===== config.mk =====
export PLATFORM = sky130hd
export DESIGN_NAME = dr_discard_cnt_bank
export DESIGN_NICKNAME = d
export VERILOG_FILES = /design/src/rtl/dr_pkg.sv /design/src/rtl/dr_event_decode.sv /design/src/rtl/dr_sat_counter.sv /design/src/rtl/dr_read_seq.sv /design/src/rtl/dr_discard_cnt_bank.sv
export SDC_FILE = /design/constraint.sdc
export NUM_CORES = 1
export LEC_CHECK = 0
export ABC_CLOCK_PERIOD_IN_PS = 4200
export BUFFER_PORTS_ARGS = -buffer_cell sky130_fd_sc_hd__buf_2
export CORE_UTILIZATION = 51
export CTS_CLUSTER_DIAMETER = 150
export CTS_CLUSTER_SIZE = 25
export DETAILED_ROUTE_END_ITERATION = 6
export GPL_ROUTABILITY_DRIVEN = 1
export PLACE_DENSITY = 0.81
export SYNTH_ARGS = -nofsm -noshare
export SYNTH_HDL_FRONTEND = slang
export SYNTH_SLANG_ARGS = --single-unit
export TNS_END_PERCENT = 10

===== constraint.sdc =====
create_clock -name clk -period 4.2 [get_ports clk]
set_input_delay 0.21 -clock clk [delete_from_list [all_inputs] [get_ports clk]]
set_output_delay 0.21 -clock clk [all_outputs]
set_load 0.01 [all_outputs]

===== src/rtl/dr_pkg.sv =====
package dr_pkg;

  typedef enum logic [1:0] {
    SLOT_HDR = 2'd0,
    SLOT_LAN = 2'd1,
    SLOT_HOP = 2'd2
  } slot_e;

  localparam int NUM_CNT  = 4;
  localparam int CNT_DUP  = 0;
  localparam int CNT_LID  = 1;
  localparam int CNT_AHOP = 2;
  localparam int CNT_SHOP = 3;

  // Sequence order: header slot, LAN pair, hop pair, then back to header.
  function automatic slot_e next_slot(input slot_e s);
    case (s)
      SLOT_HDR: next_slot = SLOT_LAN;
      SLOT_LAN: next_slot = SLOT_HOP;
      default:  next_slot = SLOT_HDR;
    endcase
  endfunction

endpackage


===== src/rtl/dr_event_decode.sv =====
module dr_event_decode
  import dr_pkg::*;
(
  input  logic               frm_ste,
  input  logic               drop_dup,
  input  logic               drop_lid,
  input  logic               drop_hop,
  output logic [NUM_CNT-1:0] inc
);

  always_comb begin
    inc           = '0;
    // Duplicate pairs are only meaningful for spanning-tree explorers.
    inc[CNT_DUP]  = drop_dup & frm_ste;
    // Mismatch counts both explorer kinds.
    inc[CNT_LID]  = drop_lid;
    // Hop-limit drops split by explorer kind.
    inc[CNT_AHOP] = drop_hop & ~frm_ste;
    inc[CNT_SHOP] = drop_hop & frm_ste;
  end

endmodule


===== src/rtl/dr_sat_counter.sv =====
module dr_sat_counter #(
  parameter int CNT_W = 8
) (
  input  logic             clk,
  input  logic             rst,
  input  logic             inc,
  input  logic             clr,
  output logic [CNT_W-1:0] cnt
);

  localparam logic [CNT_W-1:0] CNT_MAX = {CNT_W{1'b1}};

  // Clear on read has priority, but a same-cycle event survives as 1.
  function automatic logic [CNT_W-1:0] cnt_next(
    input logic [CNT_W-1:0] cur,
    input logic             up,
    input logic             wipe
  );
    if (wipe)
      cnt_next = up ? CNT_W'(1) : '0;
    else if (up && cur != CNT_MAX)
      cnt_next = cur + CNT_W'(1);
    else
      cnt_next = cur;
  endfunction

  always_ff @(posedge clk) begin
    if (rst) cnt <= '0;
    else     cnt <= cnt_next(cnt, inc, clr);
  end

endmodule


===== src/rtl/dr_read_seq.sv =====
module dr_read_seq
  import dr_pkg::*;
#(
  parameter int CNT_W  = 8,
  parameter int DATA_W = 2 * CNT_W
) (
  input  logic                     clk,
  input  logic                     rst,
  input  logic                     rd_stb,
  input  logic                     rd_start,
  input  logic [NUM_CNT*CNT_W-1:0] cnt_flat,
  output logic [NUM_CNT-1:0]       clr,
  output logic [1:0]               slot_now,
  output logic [DATA_W-1:0]        rd_data
);

  slot_e slot_q;
  slot_e cur_slot;

  function automatic logic [CNT_W-1:0] cnt_at(
    input logic [NUM_CNT*CNT_W-1:0] flat,
    input int                       idx
  );
    cnt_at = flat[idx*CNT_W +: CNT_W];
  endfunction

  function automatic logic [DATA_W-1:0] pick_word(
    input slot_e                    s,
    input logic [NUM_CNT*CNT_W-1:0] flat
  );
    case (s)
      SLOT_LAN: pick_word = {cnt_at(flat, CNT_DUP),  cnt_at(flat, CNT_LID)};
      SLOT_HOP: pick_word = {cnt_at(flat, CNT_AHOP), cnt_at(flat, CNT_SHOP)};
      default:  pick_word = '0;
    endcase
  endfunction

  always_comb cur_slot = rd_start ? SLOT_HDR : slot_q;

  always_comb begin
    clr = '0;
    if (rd_stb) begin
      case (cur_slot)
        SLOT_LAN: begin
          clr[CNT_DUP] = 1'b1;
          clr[CNT_LID] = 1'b1;
        end
        SLOT_HOP: begin
          clr[CNT_AHOP] = 1'b1;
          clr[CNT_SHOP] = 1'b1;
        end
        default: ;
      endcase
    end
  end

  always_ff @(posedge clk) begin
    if (rst) begin
      slot_q  <= SLOT_HDR;
      rd_data <= '0;
    end else if (rd_stb) begin
      slot_q  <= next_slot(cur_slot);
      rd_data <= pick_word(cur_slot, cnt_flat);
    end
  end

  assign slot_now = slot_q;

endmodule


===== src/rtl/dr_discard_cnt_bank.sv =====
module dr_discard_cnt_bank
  import dr_pkg::*;
#(
  parameter int CNT_W = 8,
  localparam int DATA_W = 2 * CNT_W
) (
  input  logic              clk,
  input  logic              rst,
  input  logic              frm_ste,
  input  logic              drop_dup,
  input  logic              drop_lid,
  input  logic              drop_hop,
  input  logic              rd_stb,
  input  logic              rd_start,
  output logic [DATA_W-1:0] rd_data
);

  logic [NUM_CNT-1:0]       inc_vec;
  logic [NUM_CNT-1:0]       clr_vec;
  logic [NUM_CNT*CNT_W-1:0] cnt_flat;
  logic [1:0]               seq_slot;

  dr_event_decode u_dec (
    .frm_ste  (frm_ste),
    .drop_dup (drop_dup),
    .drop_lid (drop_lid),
    .drop_hop (drop_hop),
    .inc      (inc_vec)
  );

  for (genvar g = 0; g < NUM_CNT; g++) begin : g_cnt
    dr_sat_counter #(.CNT_W(CNT_W)) u_cnt (
      .clk (clk),
      .rst (rst),
      .inc (inc_vec[g]),
      .clr (clr_vec[g]),
      .cnt (cnt_flat[g*CNT_W +: CNT_W])
    );
  end

  dr_read_seq #(.CNT_W(CNT_W), .DATA_W(DATA_W)) u_seq (
    .clk      (clk),
    .rst      (rst),
    .rd_stb   (rd_stb),
    .rd_start (rd_start),
    .cnt_flat (cnt_flat),
    .clr      (clr_vec),
    .slot_now (seq_slot),
    .rd_data  (rd_data)
  );

endmodule


## Word-level counts from Yosys, hierarchy flattened

Index checks and enable logic that the tools add are counted.

- Bits in registers: 50
- Input bits: 8
- Word-level logic and storage cells: 47

- $add $sub $neg: 4
- Equality and inequality tests: 6
- Muxes and demuxes: 18
- Bitwise gates (word level): 4
- Reduce and logical (&&, ||, !) cells: 9

Operators with widths:

| cell | number |
|---|---|
| 8-bit two-way mux | 8 |
| 8-bit by 1-bit adder with 8-bit output, second input constant | 4 |
| 8-bit != test, second input constant | 4 |
| 16-bit case mux with 2 select lines | 1 |
| 2-bit nonzero test | 4 |
| 2-bit two-way mux | 3 |
| 1-bit logical AND | 4 |
| 1-bit two-way mux | 4 |
| 4-bit two-way mux | 1 |
| 2-bit case mux with 2 select lines | 1 |
| 1-bit AND | 3 |
| 2-bit by 1-bit == test with 1-bit output, second input constant | 1 |
| 2-bit == test, second input constant | 1 |
| 2-bit zero test | 1 |
| 1-bit inverter | 1 |

## Depth between registers and ports, before layout

- Depth in word-level cells: 5
- Mapped depth: 8
- Depth with buffers taken out: 7

## By module

From an unflattened synthesis, not the netlist that was laid out.

- Cells, all modules: 291
- Area, all modules: 2695.1 um^2

Modules (own cells, without submodules):

| module | times used | cells each | area each (um^2) |
|---|---|---|---|
| dr_sat_counter | 4 | 53 | 444.2 |
| dr_read_seq | 1 | 75 | 887.1 |
| dr_event_decode | 1 | 4 | 31.3 |

## Worst setup path before layout

Ideal clock, no wire load.

- Kind: reg-to-reg
- From: reg u_seq.slot_q[0] (netlist: u_seq.slot_now[0])
- To: reg u_seq.rd_data[12]
- Library setup time: 0.128 ns
- Arrival time: 1.521 ns
- Data required time: 4.072 ns
- Path slack: 2.551 ns
- Stages on the path, launching flop included: 9
- Cell sequence: dfxtp_1 nor2b_1 inv_1 ha_1 clkbuf_1 clkbuf_1 a22o_2 a21oi_1 nor2_1

- Longest elaborated chain between the ends: 3

Ends and longest elaborated chain:

| element | RTL line | RTL |
|---|---|---|
| start, declared | dr_read_seq.sv:17 | `slot_e slot_q;` |
| start signal, assigned | dr_read_seq.sv:62 | `slot_q <= next_slot(cur_slot);` |
| 2-bit two-way mux (*) | dr_read_seq.sv:38 | `always_comb cur_slot = rd_start ? SLOT_HDR : slot_q;` |
| 2-bit == test / 2-bit by 1-bit == test with 1-bit output (equally long branches) | dr_read_seq.sv:31 | `case (s)` |
| 16-bit case mux with 2 select lines (*) | dr_read_seq.sv:31 |  |
| end signal, assigned | dr_read_seq.sv:63 | `rd_data <= pick_word(cur_slot, cnt_flat);` |
| end, declared | dr_read_seq.sv:14 | `output logic [DATA_W-1:0] rd_data` |

Mark *: on every way between the ends. The rest lies on a longest branch, timed or not.
A chain may end at the register's enable or synchronous reset.

## Worst setup path in the final report

- From: reg u_seq.slot_q[0] (netlist: u_seq.slot_now[0])
- To: reg u_seq.rd_data[4]

Same word-level chain as after synthesis.

==> flow_summary.json <==
{
  "finalPower_mw": 0.869,
  "worst_slack_ns": 2.15,
  "worst_r2r_endpoint": "u_seq.rd_data[4]",
  "synth-seq-cells": 50,
  "antenna_found_initial": 0,
  "synth.most_common_cell": "dfxtp_1",
  "vias": 2206,
  "drv_cap": 0,
  "grt_start_max_net_pins": 27,
  "min-delay-start": "drop_lid",
  "outcome": "finished clean",
  "drive_gt1_share_pct": 11.4,
  "clock_path_buffers": 2,
  "port_buffers": 23,
  "diodes": 0,
  "cts_resized": 0,
  "whs_path_depth": 3,
  "worstSetupStartpoint": "u_seq.slot_now[0]",
  "synth_ff_type": "dfxtp_1",
  "syn_inst": 298,
  "r2r_cells": 5,
  "drtAntennaViolNets": 0,
  "dp_hpwl_mm": 3.75,
  "cts_setup_buffers": 0,
  "synth-edff-count": 0,
  "htreeDepth": 2,
  "r2r-start": "u_seq.slot_now[0]",
  "synth_warnings": 0,
  "avgSynthCellArea_um2": 8.33,
  "rsz0062_at_grt": "no",
  "cts-root-buf": "clkbuf_8",
  "synth_fp_nets": 314,
  "seq_area_frac_synth_pct": 40.3,
  "whs_ns": 0.266,
  "yosys-top-cells-area": "dfxtp_1 40%, a21oi_1 6.9%, a22o_1 5.3%",
  "num_rows": 25,
  "grt-ovfl-total": 0,
  "p_leak_nw": 1.03,
  "wl_met1_mm": 2.44,
  "cp-start-kind": "flop",
  "timing.setup.tns_ns": 0,
  "wl_met3_um": 240,
  "yosysUniqueCellTypes": 45,
  "setup_viol": 0,
  "areaGrowthSynthToFinish_pct": 9.33,
  "gp_congestion": 0.815,
  "fmax_mhz": 489,
  "pin_count": 24,
  "globalRouteTotalUtil_pct": 22.9,
  "hold_class": "primary input to flop",
  "dieArea_um2": 5150,
  "cts_inserted_buffers": 5,
  "critPathRequiredTime_ns": 4.45,
  "netlist_area_um2": 2480,
  "finalMaxSlewViolations": 0,
  "drt_pass1_iterations": 4,
  "cp_data_arrival_time_ns": 2.29,
  "pre_cts_slack_ns": 2.21,
  "wirelength_mm": 5.47,
  "dr.max_layer_used": "met4",
  "initial_core_util_pct": 52.9,
  "fin_crit_ns": 2.05,
  "filler_cell_count": 418,
  "clk_latency_ns": 0.31,
  "grt_pass1_wl_mm": 9.23,
  "critPathKind": "flop to flop",
  "die_y_um": 71.8,
  "dr_wl_met2_mm": 2.66,
  "finalClockSkew_ns": 0.00962,
  "hold_path_end": "g_cnt[1].u_cnt.cnt[1]",
  "relSlewSlack_pct": 26.2,
  "die_w_um": 71.8,
  "power-per-cell-area_nw_per_um2": 320,
  "grt_pass1_vias": 2031,
  "drc": 0,
  "cts_tree": "yes",
  "clk_pin_slew_worst_paths_ns": 0.09,
  "synth_top_area_cell": "dfxtp_1",
  "worst_pin_slew_ns": 1.10,
  "drtIter0Drc": 170,
  "critPathMaxFanout": 16,
  "worstSetupEndpointType": "flop",
  "cts_hold_buf": 0,
  "finish.utilization_pct": 57.8,
  "avgViaCountPerCell": 5.98,
  "fin_crit_sh_pct": 48.7,
  "avgRoutedWirePerCell_um": 14.8,
  "hold_viol_final": 0,
  "synth.top_cell.area_share_pct": 40.3,
  "final_nets": 330,
  "reg2reg_setup_slack_ns": 2.15,
  "synthArstFlopShare_pct": 0,
  "synth_top_cells_by_count": "50 x dfxtp_1, 34 x a21oi_1, 33 x nor2_1",
  "clock-sinks": 50,
  "core_um2": 4690,
  "ir_drop_mv": 0.166
}
## layout by cell type (no fill, tap or decap), types with 8 or more instances in the layout
cell and count:
o21ai_0 14, a22o_1 15, nor2b_1 19, nor2_1 33, buf_2 23, nand3_1 15
dfxtp_1 50, ha_1 8, nand2_1 13, a21oi_1 34, nor3_1 8
## sequential cells by signal, indices dropped and copies added, names as in the netlist
| signal | count |
|---|---|
| g_cnt.u_cnt.cnt | 32 |
| u_seq.slot_now | 2 |
| u_seq.rd_data | 16 |
## critical path, stage by stage (launching register included)
cell and delay, ns:
dfxtp_1 0.34, nor2b_1 0.24, ha_1 0.27, nor2b_1 0.85
a21oi_1 0.14, nor2_1 0.15
## cells by family after synthesis
group,synth area share (%)
DFF,40.3
adders and majority gates,4.03
and+or+nand+nor,26.8
muxes,1.61
buffers and inverters,3.38
xor gates and xnor gates,1.76
AOI/OAI and AO/OA,22.0
## power by group
group	switching, mW	internal (mW)	leakage [nW]
clock network	0.157	0.178	0.0524
registers	0.00635	0.479	0.404
logic	0.0323	0.0156	0.575
## per-stage QoR
stage               cells  instance area (um^2)
global placement      361                  2610
detailed placement    361                  2610
finish                369                  2710
CTS                   369                  2710
global route          369                  2710
floorplan             298                  2480
## per-layer routing
layer  up-vias  track usage, %
met5         -               0
met4         0            10.5
met3        10            5.49
met2        53            38.4
met1      1037            27.9
li1       1106               -
## cell type report
cell class,instances,area (um^2),area share [%]
multi-input cells,227,1400,51.5
flip-flops and latches,50,1000,36.9
repair buffers,23,115,4.24
clock buffers,7,76.3,2.81
well taps,54,67.6,2.49
clock inverters,1,30.0,1.11
inverters,7,26.3,0.969
## worst max path at each step
stage                                  to
CTS                 g_cnt[0].u_cnt.cnt[2]
global placement    g_cnt[2].u_cnt.cnt[2]
detailed placement  g_cnt[0].u_cnt.cnt[2]
floorplan               u_seq.rd_data[12]
global route             u_seq.rd_data[4]
finish                   u_seq.rd_data[4]
Power figures use the tool's default switching activity.
